<file path="src/rtl/ddr_init_pkg.sv">
package ddr_init_pkg;

  localparam int IDX_W = 5;

  typedef enum logic [2:0] {
    CMD_NORMAL  = 3'd0,
    CMD_NOP     = 3'd1,
    CMD_PREALL  = 3'd2,
    CMD_LMR     = 3'd3,
    CMD_REFRESH = 3'd4,
    CMD_EXT_LMR = 3'd5,
    CMD_ZQ      = 3'd6
  } cmd_code_e;

  typedef enum logic [1:0] {
    SK_CMD   = 2'd0,
    SK_WAIT  = 2'd1,
    SK_WRITE = 2'd2,
    SK_END   = 2'd3
  } step_kind_e;

  typedef enum logic [1:0] {
    WT_NONE  = 2'd0,
    WT_PWRUP = 2'd1,
    WT_DLL   = 2'd2
  } wait_sel_e;

  typedef struct packed {
    step_kind_e kind;
    cmd_code_e  code;
    logic [1:0] emr;   // extended register number, 0 = none
    logic       dll;
    logic       ocd;
    wait_sel_e  wsel;
  } step_t;

  function automatic step_t mk_step(step_kind_e k, cmd_code_e c, logic [1:0] e,
                                    logic d, logic o, wait_sel_e w);
    step_t s;
    s.kind = k;
    s.code = c;
    s.emr  = e;
    s.dll  = d;
    s.ocd  = o;
    s.wsel = w;
    return s;
  endfunction

  function automatic step_t cmd_step(cmd_code_e c, logic [1:0] e, logic d, logic o);
    return mk_step(SK_CMD, c, e, d, o, WT_NONE);
  endfunction

  // DDR2 power-up list
  function automatic step_t ddr2_step(logic [IDX_W-1:0] i);
    step_t s;
    case (i)
      5'd0:    s = cmd_step(CMD_NOP, 2'd0, 1'b0, 1'b0);
      5'd1:    s = mk_step(SK_WAIT, CMD_NOP, 2'd0, 1'b0, 1'b0, WT_PWRUP);
      5'd2:    s = cmd_step(CMD_NOP, 2'd0, 1'b0, 1'b0);
      5'd3:    s = cmd_step(CMD_PREALL, 2'd0, 1'b0, 1'b0);
      5'd4:    s = cmd_step(CMD_EXT_LMR, 2'd2, 1'b0, 1'b0);
      5'd5:    s = cmd_step(CMD_EXT_LMR, 2'd3, 1'b0, 1'b0);
      5'd6:    s = cmd_step(CMD_EXT_LMR, 2'd1, 1'b0, 1'b0);
      5'd7:    s = cmd_step(CMD_LMR, 2'd0, 1'b1, 1'b0);
      5'd8:    s = cmd_step(CMD_PREALL, 2'd0, 1'b1, 1'b0);
      5'd9:    s = cmd_step(CMD_REFRESH, 2'd0, 1'b1, 1'b0);
      5'd10:   s = cmd_step(CMD_REFRESH, 2'd0, 1'b1, 1'b0);
      5'd11:   s = cmd_step(CMD_LMR, 2'd0, 1'b0, 1'b0);
      5'd12:   s = cmd_step(CMD_EXT_LMR, 2'd1, 1'b0, 1'b1);
      5'd13:   s = cmd_step(CMD_EXT_LMR, 2'd1, 1'b0, 1'b0);
      5'd14:   s = cmd_step(CMD_NORMAL, 2'd0, 1'b0, 1'b0);
      5'd15:   s = mk_step(SK_WRITE, CMD_NORMAL, 2'd0, 1'b0, 1'b0, WT_NONE);
      default: s = mk_step(SK_END, CMD_NORMAL, 2'd0, 1'b0, 1'b0, WT_NONE);
    endcase
    return s;
  endfunction

  // DDR3 power-up list
  function automatic step_t ddr3_step(logic [IDX_W-1:0] i);
    step_t s;
    case (i)
      5'd0:    s = cmd_step(CMD_NOP, 2'd0, 1'b0, 1'b0);
      5'd1:    s = mk_step(SK_WAIT, CMD_NOP, 2'd0, 1'b0, 1'b0, WT_PWRUP);
      5'd2:    s = cmd_step(CMD_NOP, 2'd0, 1'b0, 1'b0);
      5'd3:    s = cmd_step(CMD_EXT_LMR, 2'd2, 1'b0, 1'b0);
      5'd4:    s = cmd_step(CMD_EXT_LMR, 2'd3, 1'b0, 1'b0);
      5'd5:    s = cmd_step(CMD_EXT_LMR, 2'd1, 1'b0, 1'b0);
      5'd6:    s = cmd_step(CMD_LMR, 2'd0, 1'b0, 1'b0);
      5'd7:    s = mk_step(SK_WAIT, CMD_NOP, 2'd0, 1'b0, 1'b0, WT_DLL);
      5'd8:    s = cmd_step(CMD_ZQ, 2'd0, 1'b0, 1'b0);
      5'd9:    s = cmd_step(CMD_NORMAL, 2'd0, 1'b0, 1'b0);
      5'd10:   s = mk_step(SK_WRITE, CMD_NORMAL, 2'd0, 1'b0, 1'b0, WT_NONE);
      default: s = mk_step(SK_END, CMD_NORMAL, 2'd0, 1'b0, 1'b0, WT_NONE);
    endcase
    return s;
  endfunction

  // Bank-select bit position for the extended mode registers
  function automatic logic [4:0] bank_offset(logic [1:0] col, logic [1:0] row,
                                             logic half_bus, logic interleave,
                                             logic [15:0] version);
    logic [4:0] o;
    o = 5'd9 + {3'b000, col};
    if (!(interleave && (version >= 16'h0140)))
      o = o + {3'b000, row} + 5'd11;
    o = o + (half_bus ? 5'd1 : 5'd2);
    return o;
  endfunction

endpackage

</file>
<file path="src/rtl/ddr_init_bank_offset.sv">
module ddr_init_bank_offset
  import ddr_init_pkg::*;
#(
  parameter logic [15:0] CTRL_VERSION = 16'h0140
) (
  input  logic [1:0] col,
  input  logic [1:0] row,
  input  logic       half_bus,
  input  logic       interleave,
  output logic [4:0] offset
);
  always_comb offset = bank_offset(col, row, half_bus, interleave, CTRL_VERSION);
endmodule

</file>
<file path="src/rtl/ddr_init_step_rom.sv">
module ddr_init_step_rom
  import ddr_init_pkg::*;
(
  input  logic             ddr3,
  input  logic [IDX_W-1:0] idx,
  output step_t            step
);
  step_t s2, s3;
  always_comb begin
    s2   = ddr2_step(idx);
    s3   = ddr3_step(idx);
    step = ddr3 ? s3 : s2;
  end
endmodule

</file>
<file path="src/rtl/ddr_init_delay.sv">
module ddr_init_delay
  import ddr_init_pkg::*;
#(
  parameter int CLK_MHZ   = 100,
  parameter int PWRUP2_US = 200,
  parameter int PWRUP3_US = 500,
  parameter int DLL_US    = 50,
  parameter int CNT_W     = 16
) (
  input  logic             clk,
  input  logic             rst_n,
  input  logic             active,
  input  logic             ddr3,
  input  wait_sel_e        wsel,
  output logic [CNT_W-1:0] cnt,
  output logic [CNT_W-1:0] len,
  output logic             expire
);
  localparam logic [CNT_W-1:0] LEN_P2  = CNT_W'(PWRUP2_US * CLK_MHZ);
  localparam logic [CNT_W-1:0] LEN_P3  = CNT_W'(PWRUP3_US * CLK_MHZ);
  localparam logic [CNT_W-1:0] LEN_DLL = CNT_W'(DLL_US * CLK_MHZ);

  always_comb begin
    case (wsel)
      WT_PWRUP: len = ddr3 ? LEN_P3 : LEN_P2;
      WT_DLL:   len = LEN_DLL;
      default:  len = CNT_W'(1);
    endcase
  end

  assign expire = active && (cnt == len - CNT_W'(1));

  always_ff @(posedge clk or negedge rst_n) begin
    if (!rst_n)                cnt <= '0;
    else if (!active || expire) cnt <= '0;
    else                        cnt <= cnt + CNT_W'(1);
  end
endmodule

</file>
<file path="src/rtl/ddr_init_seq.sv">
module ddr_init_seq
  import ddr_init_pkg::*;
#(
  parameter int          ADDR_W       = 32,
  parameter int          RATE_W       = 12,
  parameter int          CLK_MHZ      = 100,
  parameter int          PWRUP2_US    = 200,
  parameter int          PWRUP3_US    = 500,
  parameter int          DLL_US       = 50,
  parameter logic [15:0] CTRL_VERSION = 16'h0140
) (
  input  logic              clk,
  input  logic              rst_n,
  input  logic              start,
  input  logic              mem_ddr3,
  input  logic [1:0]        cfg_col,
  input  logic [1:0]        cfg_row,
  input  logic              cfg_half_bus,
  input  logic              cfg_interleave,
  input  logic [ADDR_W-1:0] base_addr,
  input  logic [RATE_W-1:0] rfsh_rate_in,
  input  logic              cmd_ready,
  output logic              cmd_valid,
  output logic [2:0]        cmd_code,
  output logic [ADDR_W-1:0] cmd_addr,
  output logic              cmd_write,
  output logic              dll_reset,
  output logic              ocd_default,
  output logic              busy,
  output logic              init_done,
  output logic [RATE_W-1:0] rfsh_rate
);
  localparam int MAX_US  = (PWRUP3_US > PWRUP2_US) ?
                           ((PWRUP3_US > DLL_US) ? PWRUP3_US : DLL_US) :
                           ((PWRUP2_US > DLL_US) ? PWRUP2_US : DLL_US);
  localparam int MAX_CYC = MAX_US * CLK_MHZ;
  localparam int CNT_W   = $clog2(MAX_CYC + 1) + 1;

  typedef enum logic [1:0] {S_IDLE, S_RUN, S_DONE} run_state_e;

  run_state_e        state;
  logic [IDX_W-1:0]  idx;
  logic              ddr3_q, half_q, il_q;
  logic [1:0]        col_q, row_q;
  logic [ADDR_W-1:0] base_q;
  logic [RATE_W-1:0] rate_q;

  step_t             step;
  logic [4:0]        bank_off;
  logic              running;
  logic              step_adv;
  logic              wait_active;
  logic              wait_expire;
  logic [CNT_W-1:0]  wait_cnt;
  logic [CNT_W-1:0]  wait_len;
  logic              accept_start;

  ddr_init_step_rom u_rom (
    .ddr3 (ddr3_q),
    .idx  (idx),
    .step (step)
  );

  ddr_init_bank_offset #(.CTRL_VERSION(CTRL_VERSION)) u_boff (
    .col        (col_q),
    .row        (row_q),
    .half_bus   (half_q),
    .interleave (il_q),
    .offset     (bank_off)
  );

  ddr_init_delay #(
    .CLK_MHZ   (CLK_MHZ),
    .PWRUP2_US (PWRUP2_US),
    .PWRUP3_US (PWRUP3_US),
    .DLL_US    (DLL_US),
    .CNT_W     (CNT_W)
  ) u_delay (
    .clk    (clk),
    .rst_n  (rst_n),
    .active (wait_active),
    .ddr3   (ddr3_q),
    .wsel   (step.wsel),
    .cnt    (wait_cnt),
    .len    (wait_len),
    .expire (wait_expire)
  );

  function automatic logic [ADDR_W-1:0] target_addr(logic [ADDR_W-1:0] base,
                                                    logic [1:0] n, logic [4:0] off);
    return base + (ADDR_W'(n) << off);
  endfunction

  assign running      = (state == S_RUN);
  assign accept_start = start && !running;
  assign wait_active  = running && (step.kind == SK_WAIT);
  assign cmd_valid    = running && ((step.kind == SK_CMD) || (step.kind == SK_WRITE));
  assign cmd_write    = running && (step.kind == SK_WRITE);
  assign cmd_code     = cmd_valid ? step.code : CMD_NOP;
  assign cmd_addr     = cmd_valid ? target_addr(base_q, step.emr, bank_off) : '0;
  assign dll_reset    = running && step.dll;
  assign ocd_default  = running && step.ocd;
  assign busy         = running;
  assign step_adv     = (cmd_valid && cmd_ready) || wait_expire;

  always_ff @(posedge clk or negedge rst_n) begin
    if (!rst_n) begin
      state     <= S_IDLE;
      idx       <= '0;
      ddr3_q    <= 1'b0;
      col_q     <= '0;
      row_q     <= '0;
      half_q    <= 1'b0;
      il_q      <= 1'b0;
      base_q    <= '0;
      rate_q    <= '0;
      init_done <= 1'b0;
      rfsh_rate <= '0;
    end else begin
      if (accept_start) begin
        state     <= S_RUN;
        idx       <= '0;
        ddr3_q    <= mem_ddr3;
        col_q     <= cfg_col;
        row_q     <= cfg_row;
        half_q    <= cfg_half_bus;
        il_q      <= cfg_interleave;
        base_q    <= base_addr;
        rate_q    <= rfsh_rate_in;
        init_done <= 1'b0;
        rfsh_rate <= '0;
      end else if (running) begin
        if (step.kind == SK_END) begin
          state     <= S_DONE;
          init_done <= 1'b1;
          rfsh_rate <= rate_q;
        end else if (step_adv) begin
          idx <= idx + IDX_W'(1);
        end
      end
    end
  end
endmodule

</file>
<file path="config.mk">
export PLATFORM = sky130hd
export DESIGN_NAME = ddr_init_seq
export DESIGN_NICKNAME = d
export VERILOG_FILES = /design/src/rtl/ddr_init_pkg.sv /design/src/rtl/ddr_init_bank_offset.sv /design/src/rtl/ddr_init_step_rom.sv /design/src/rtl/ddr_init_delay.sv /design/src/rtl/ddr_init_seq.sv
export SDC_FILE = /design/constraint.sdc
export NUM_CORES = 1
export LEC_CHECK = 0
export BUFFER_PORTS_ARGS = -buffer_cell sky130_fd_sc_hd__buf_2
export CAP_MARGIN = 20
export CORE_UTILIZATION = 63
export DETAILED_ROUTE_END_ITERATION = 16
export GPL_ROUTABILITY_DRIVEN = 0
export HOLD_SLACK_MARGIN = 0.1
export PLACE_DENSITY = 0.87
export RECOVER_POWER = 25
export SLEW_MARGIN = 40
export SYNTH_ARGS = -nofsm -noshare
export SYNTH_HDL_FRONTEND = slang
export SYNTH_HIERARCHICAL = 1
export SYNTH_SLANG_ARGS = --single-unit
</file>
<file path="constraint.sdc">
create_clock -name clk -period 12.71 [get_ports clk]
set_clock_uncertainty 0.15 [all_clocks]
set_input_delay 1.271 -clock clk [delete_from_list [all_inputs] [get_ports clk]]
set_output_delay 1.271 -clock clk [all_outputs]
set_load 0.05 [all_outputs]
</file>
==> flow_summary.ini, run 1 <==
[drt]
antenna_left = 0
wl_um = 16480
via_count = 6269
vias_per_cell = 5.704
wl_per_cell_um = 14.99
drc = 0
dr.pass1.iters = 7
drtIter0Drc = 361

[global_routing]
grt_pass1_wl_um = 27460
grt_use_total_pct = 31.28
grt_overflow = 0
antenna_found_initial = 0
grt_pass1_vias = 5935
grt_max_degree = 63

[sta]
setup_viol = 0
max-slew-margin-rel_pct = -107.6
hold_violations = 0
period_share_pct = 56.88
tns_ns = 0
worstMarginPinSlew_ns = 3.114
drv_slew = 90
rsz0062_at_grt = false
fmax_mhz = 138.3
period_needed_ns = 7.230
hold_slack_ns = 0.3348

[clocking]
clk_latency_ns = 0.38
cts_setup_buffers = 0
cts_hold_buffers = 0
clock_sinks = 87
tritoncts = built
htreeDepth = 3
ctsResizeCount = 0
clk_pin_slew_ns = 0.09
ctsRootBufferMaster = clkbuf_8
cts_buffers = 9
cts_buffer_depth = 2

[critical_path]
r2r_slack_ns = 8.48
critical_path_class = reg2out
path_cells = ha_1 -> inv_1 -> ha_1 -> inv_1 -> ha_1 -> mux2_2 -> fa_1 -> xnor2_1 -> nor3b_1 -> a21oi_1 -> nor2_1 -> ha_1 -> and3_1 -> and3_1 -> a221o_1 -> a21o_1 -> nand2b_1 -> a21oi_2 -> mux2i_1 -> buf_2
worstSetupEndpoint = cmd_addr[26]
crit_family = adder cells
cp.depth = 20
r2r_end = idx[4]$_DFFE_PN0P_
arrival_ns = 5.81
cp.buffers_inverters = 3
max_stage_delay_ns = 0.49
startpoint_type = flip-flop
worstSetupEndpointType = primary output
worstPathMaxFanout = 8
slowest_stage = xnor2_1
crit_start = col_q[0]$_DFFE_PN0P_
r2r_start = idx[1]$_DFFE_PN0P_
r2r_cells = 14
path_common_cell = ha_1
cp.required_ns = 11.29

[run]
maxCapViolations = 2

[final_layout]
final_cell_mix = 226 x nand2_1, 106 x buf_2, 103 x nor2_1
nets = 1064
antenna_cells = 0
drive_above_1_share_pct = 15.47
fin_util_pct = 72.25
final_common_cell = nand2_1
final_cell_count_no_fill = 1099
syn_to_final_growth_pct = 11.09

[synth]
synthCells = 874
ys_warn_count = 6
synth_area_um2 = 6714
syn_area_per_cell_um2 = 7.682
syn_nets = 980

[worst_hold_path]
hold_path.class = reg2reg
hp-start = rate_q[10]$_DFFE_PN0P_

[placement]
numPlacedInstances = 1082
dp_hpwl_um = 12130
port_buffers = 107

[floorplan]
ios = 108
core_um2 = 10320
rows = 37
die-height_um = 105.2
start_util_pct = 65.03
die_w_um = 105.2
die_area_um2 = 11070

[status]
violations = max-capacitance violations, max-slew violations
status = finished with violations
tightest hold or removal path: stages, from the launching register on:
cell and delay [ns]:
dfrtp_1 0.35, nand2_1 0.05, nand2_1 0.05
per-layer routing:
layer | global-route usage [%] | share of wire (%)
met5 | 0 | 0
met3 | 5.875 | 5.1
met2 | 52.54 | 49
met1 | 39.87 | 43
met4 | 12.37 | 2.9
per-stage QoR:
stage	cell area [µm²]	setup WS [ns]
final	7458	5.480
after global routing	7458	5.151
after CTS	7455	5.541
after detailed placement	7276	5.992
after global placement	7271	6.130
after floorplan	6714	5.776
how the worst min path moves through the flow:
stage,endpoint,depth (start not counted),slack [ns]
after CTS,rate_q[10]$_DFFE_PN0P_,2,0.34
after floorplan,rate_q[0]$_DFFE_PN0P_,2,0.30
final,rate_q[10]$_DFFE_PN0P_,2,0.33
after detailed placement,rate_q[10]$_DFFE_PN0P_,2,0.31
after global routing,rate_q[8]$_DFFE_PN0P_,2,0.35
after global placement,rfsh_rate[5]$_DFFE_PN0P_,2,0.31
sequential cells by signal, indices dropped and copies added, names as in the netlist:
register / flops
init_done: 1
state: 1
il_q: 1
row_q: 2
ddr3_q: 1
rate_q: 12
u_delay/cnt: 17
half_q: 1
base_q: 32
idx: 5
rfsh_rate: 12
col_q: 2
final cells by class:
class,instances,area [µm²]
sequential,87,2177
clock buffer,10,127.6
clock inverter,6,51.30
inverter,34,127.6
timing repair buffer,111,564.3
fill,850,2865
tap,136,170.2
multi-input combinational,715,4240
Power of run 1 is left out: the tool's default activity adds up to more than one toggle a clock period on the data nets, which glitch-free logic cannot reach.
==> run 2, diff against run 1 <==
--- a/config.mk
+++ b/config.mk
@@ -7,11 +7,11 @@
 export LEC_CHECK = 0
 export BUFFER_PORTS_ARGS = -buffer_cell sky130_fd_sc_hd__buf_2
 export CAP_MARGIN = 20
-export CORE_UTILIZATION = 63
+export CORE_UTILIZATION = 53
 export DETAILED_ROUTE_END_ITERATION = 16
 export GPL_ROUTABILITY_DRIVEN = 0
 export HOLD_SLACK_MARGIN = 0.1
-export PLACE_DENSITY = 0.87
+export PLACE_DENSITY = 0.78
 export RECOVER_POWER = 25
 export SLEW_MARGIN = 40
 export SYNTH_ARGS = -nofsm -noshare
==> constraint.sdc (replaced) <==
create_clock -name clk -period 6.59 [get_ports clk]
set_clock_uncertainty 0.15 [all_clocks]
set_input_delay 0.659 -clock clk [delete_from_list [all_inputs] [get_ports clk]]
set_output_delay 0.659 -clock clk [all_outputs]
set_load 0.05 [all_outputs]
==> run 2 against run 1 <==
The run still ends with max-capacitance violations, max-slew violations left; register-to-register slack lost 6.4 ns; design area grew 3.1%; non-clock buffer count increased by 3; first-iteration DRC count increased by 40%; global-route usage is 3.6 points lower; setup slack got worse by 5.2 ns.
==> flow_summary.ini, run 2 (synthesis results as in run 1) <==
[status]
status = finished with violations
violations = max-capacitance violations, max-slew violations

[run]
maxCapViolations = 1

[clocking]
clock_sinks = 87
htreeDepth = 3
clk_pin_slew_ns = 0.07
cts_buffer_depth = 2
tritoncts = built
ctsRootBufferMaster = clkbuf_16
cts_buffers = 9
clk_latency_ns = 0.36

[drt]
wl_um = 17250
drtIter0Drc = 507
via_count = 6338
vias_per_cell = 5.589
dr.pass1.iters = 5
antenna_left = 0
drc = 0
wl_per_cell_um = 15.22

[global_routing]
grt_overflow = 0
grt_pass1_wl_um = 28610
grt_use_total_pct = 27.66
grt_max_degree = 63
grt_pass1_vias = 5983
antenna_found_initial = 0

[placement]
dp_hpwl_um = 12510
numPlacedInstances = 1115
port_buffers = 107
place_area_um2 = 7318

[floorplan]
die-height_um = 114.6
core_um2 = 12160
die_area_um2 = 13120
die_w_um = 114.6
ios = 108
rows = 40
start_util_pct = 55.21

[final_layout]
final_cell_mix = 226 x nand2_1, 104 x nor2_1, 90 x buf_2
syn_to_final_growth_pct = 14.54
final_common_cell = nand2_1
largest-register = base_q
fillers = 1132
post-route-cell-area_um2 = 7690
largest_register_ffs = 32
drive_above_1_share_pct = 15.22
antenna_cells = 0
nets = 1067
fin_util_pct = 63.23
final_cell_count_no_fill = 1134
largestRegisters = base_q x32, u_delay/cnt x17

[sta]
setup_viol = 0
hold_violations = 0
fmax_mhz = 157.4
max-slew-margin-rel_pct = -29.39
period_share_pct = 96.40
tns_ns = 0
drv_slew = 35
worstMarginPinSlew_ns = 1.941
period_needed_ns = 6.353

[critical_path]
worstSetupEndpoint = cmd_addr[22]
worstSetupEndpointType = primary output
startpoint_type = flip-flop
arrival_ns = 5.54
critical_path_class = reg2out
cp.required_ns = 5.78
r2r_cells = 14
r2r_end = idx[3]$_DFFE_PN0P_
r2r_slack_ns = 2.11
crit_start = col_q[0]$_DFFE_PN0P_
r2r_start = idx[1]$_DFFE_PN0P_
worstPathMaxFanout = 8

[worst_hold_path]
hold_path.class = reg2reg
==> run 2: critical path, stage by stage, from the launching register on <==
cell,delay [ns]
dfrtp_1,0.41
ha_1,0.31
inv_1,0.04
ha_1,0.26
inv_1,0.04
ha_1,0.28
mux2_2,0.30
fa_2,0.43
a31o_2,0.30
or2_2,0.35
nor2_1,0.16
ha_1,0.21
inv_1,0.07
fa_1,0.39
nor2b_2,0.17
o31a_1,0.19
o311a_1,0.24
a21o_1,0.24
o2111ai_1,0.17
a211o_1,0.32
nand2_1,0.07
clkbuf_4,0.23
==> run 2: worst min path at each step <==
stage                           from                  endpoint  slack, ns  cells after the start
6_report       rate_q[2]$_DFFE_PN0P_     rate_q[2]$_DFFE_PN0P_       0.33                      2
5_1_grt              rfsh_rate_in[2]     rate_q[2]$_DFFE_PN0P_       0.34                      3
4_1_cts             rfsh_rate_in[10]    rate_q[10]$_DFFE_PN0P_       0.33                      3
3_5_place_dp   rate_q[9]$_DFFE_PN0P_     rate_q[9]$_DFFE_PN0P_       0.31                      2
3_3_place_gp   rate_q[7]$_DFFE_PN0P_  rfsh_rate[7]$_DFFE_PN0P_       0.31                      2
2_1_floorplan                  rst_n     base_q[0]$_DFFE_PN0P_       0.21                      0
==> run 2: layout make-up <==
| class | count | area (µm²) | area share (%) |
|---|---|---|---|
| multi-input cells | 715 | 4282 | 55.68 |
| flip-flops and latches | 87 | 2177 | 28.31 |
| repair buffers | 114 | 580.6 | 7.550 |
| clock buffers | 9 | 225.2 | 2.929 |
| well taps | 168 | 210.2 | 2.733 |
| inverters | 34 | 127.6 | 1.660 |
| clock inverters | 7 | 87.58 | 1.139 |
==> run 2: per-stage QoR <==
stage,setup WS [ns],hold slack (ns)
2_1_floorplan,0.2677,0.2134
3_3_place_gp,0.5556,0.3071
3_5_place_dp,0.4803,0.3120
4_1_cts,0.06293,0.3290
5_1_grt,-0.02337,0.3385
6_report,0.2372,0.3266
==> run 2: what timing repair did <==
item	CTS	global route
endpoints found under the setup margin	0	15
hold buffers	1	0
endpoints found under the hold margin	1	0
setup buffers	0	2
gates resized for setup	0	15
==> run 2: layer usage <==
layer | part of all wire, % | track usage (%) | up-vias
li1 | - | - | 3126
met1 | 44 | 35.51 | 2986
met2 | 49 | 47.84 | 194
met3 | 4.9 | 4.447 | 32
met4 | 2.0 | 8.312 | 0
met5 | 0 | 0 | -
Power of run 2 is left out for the same reason.
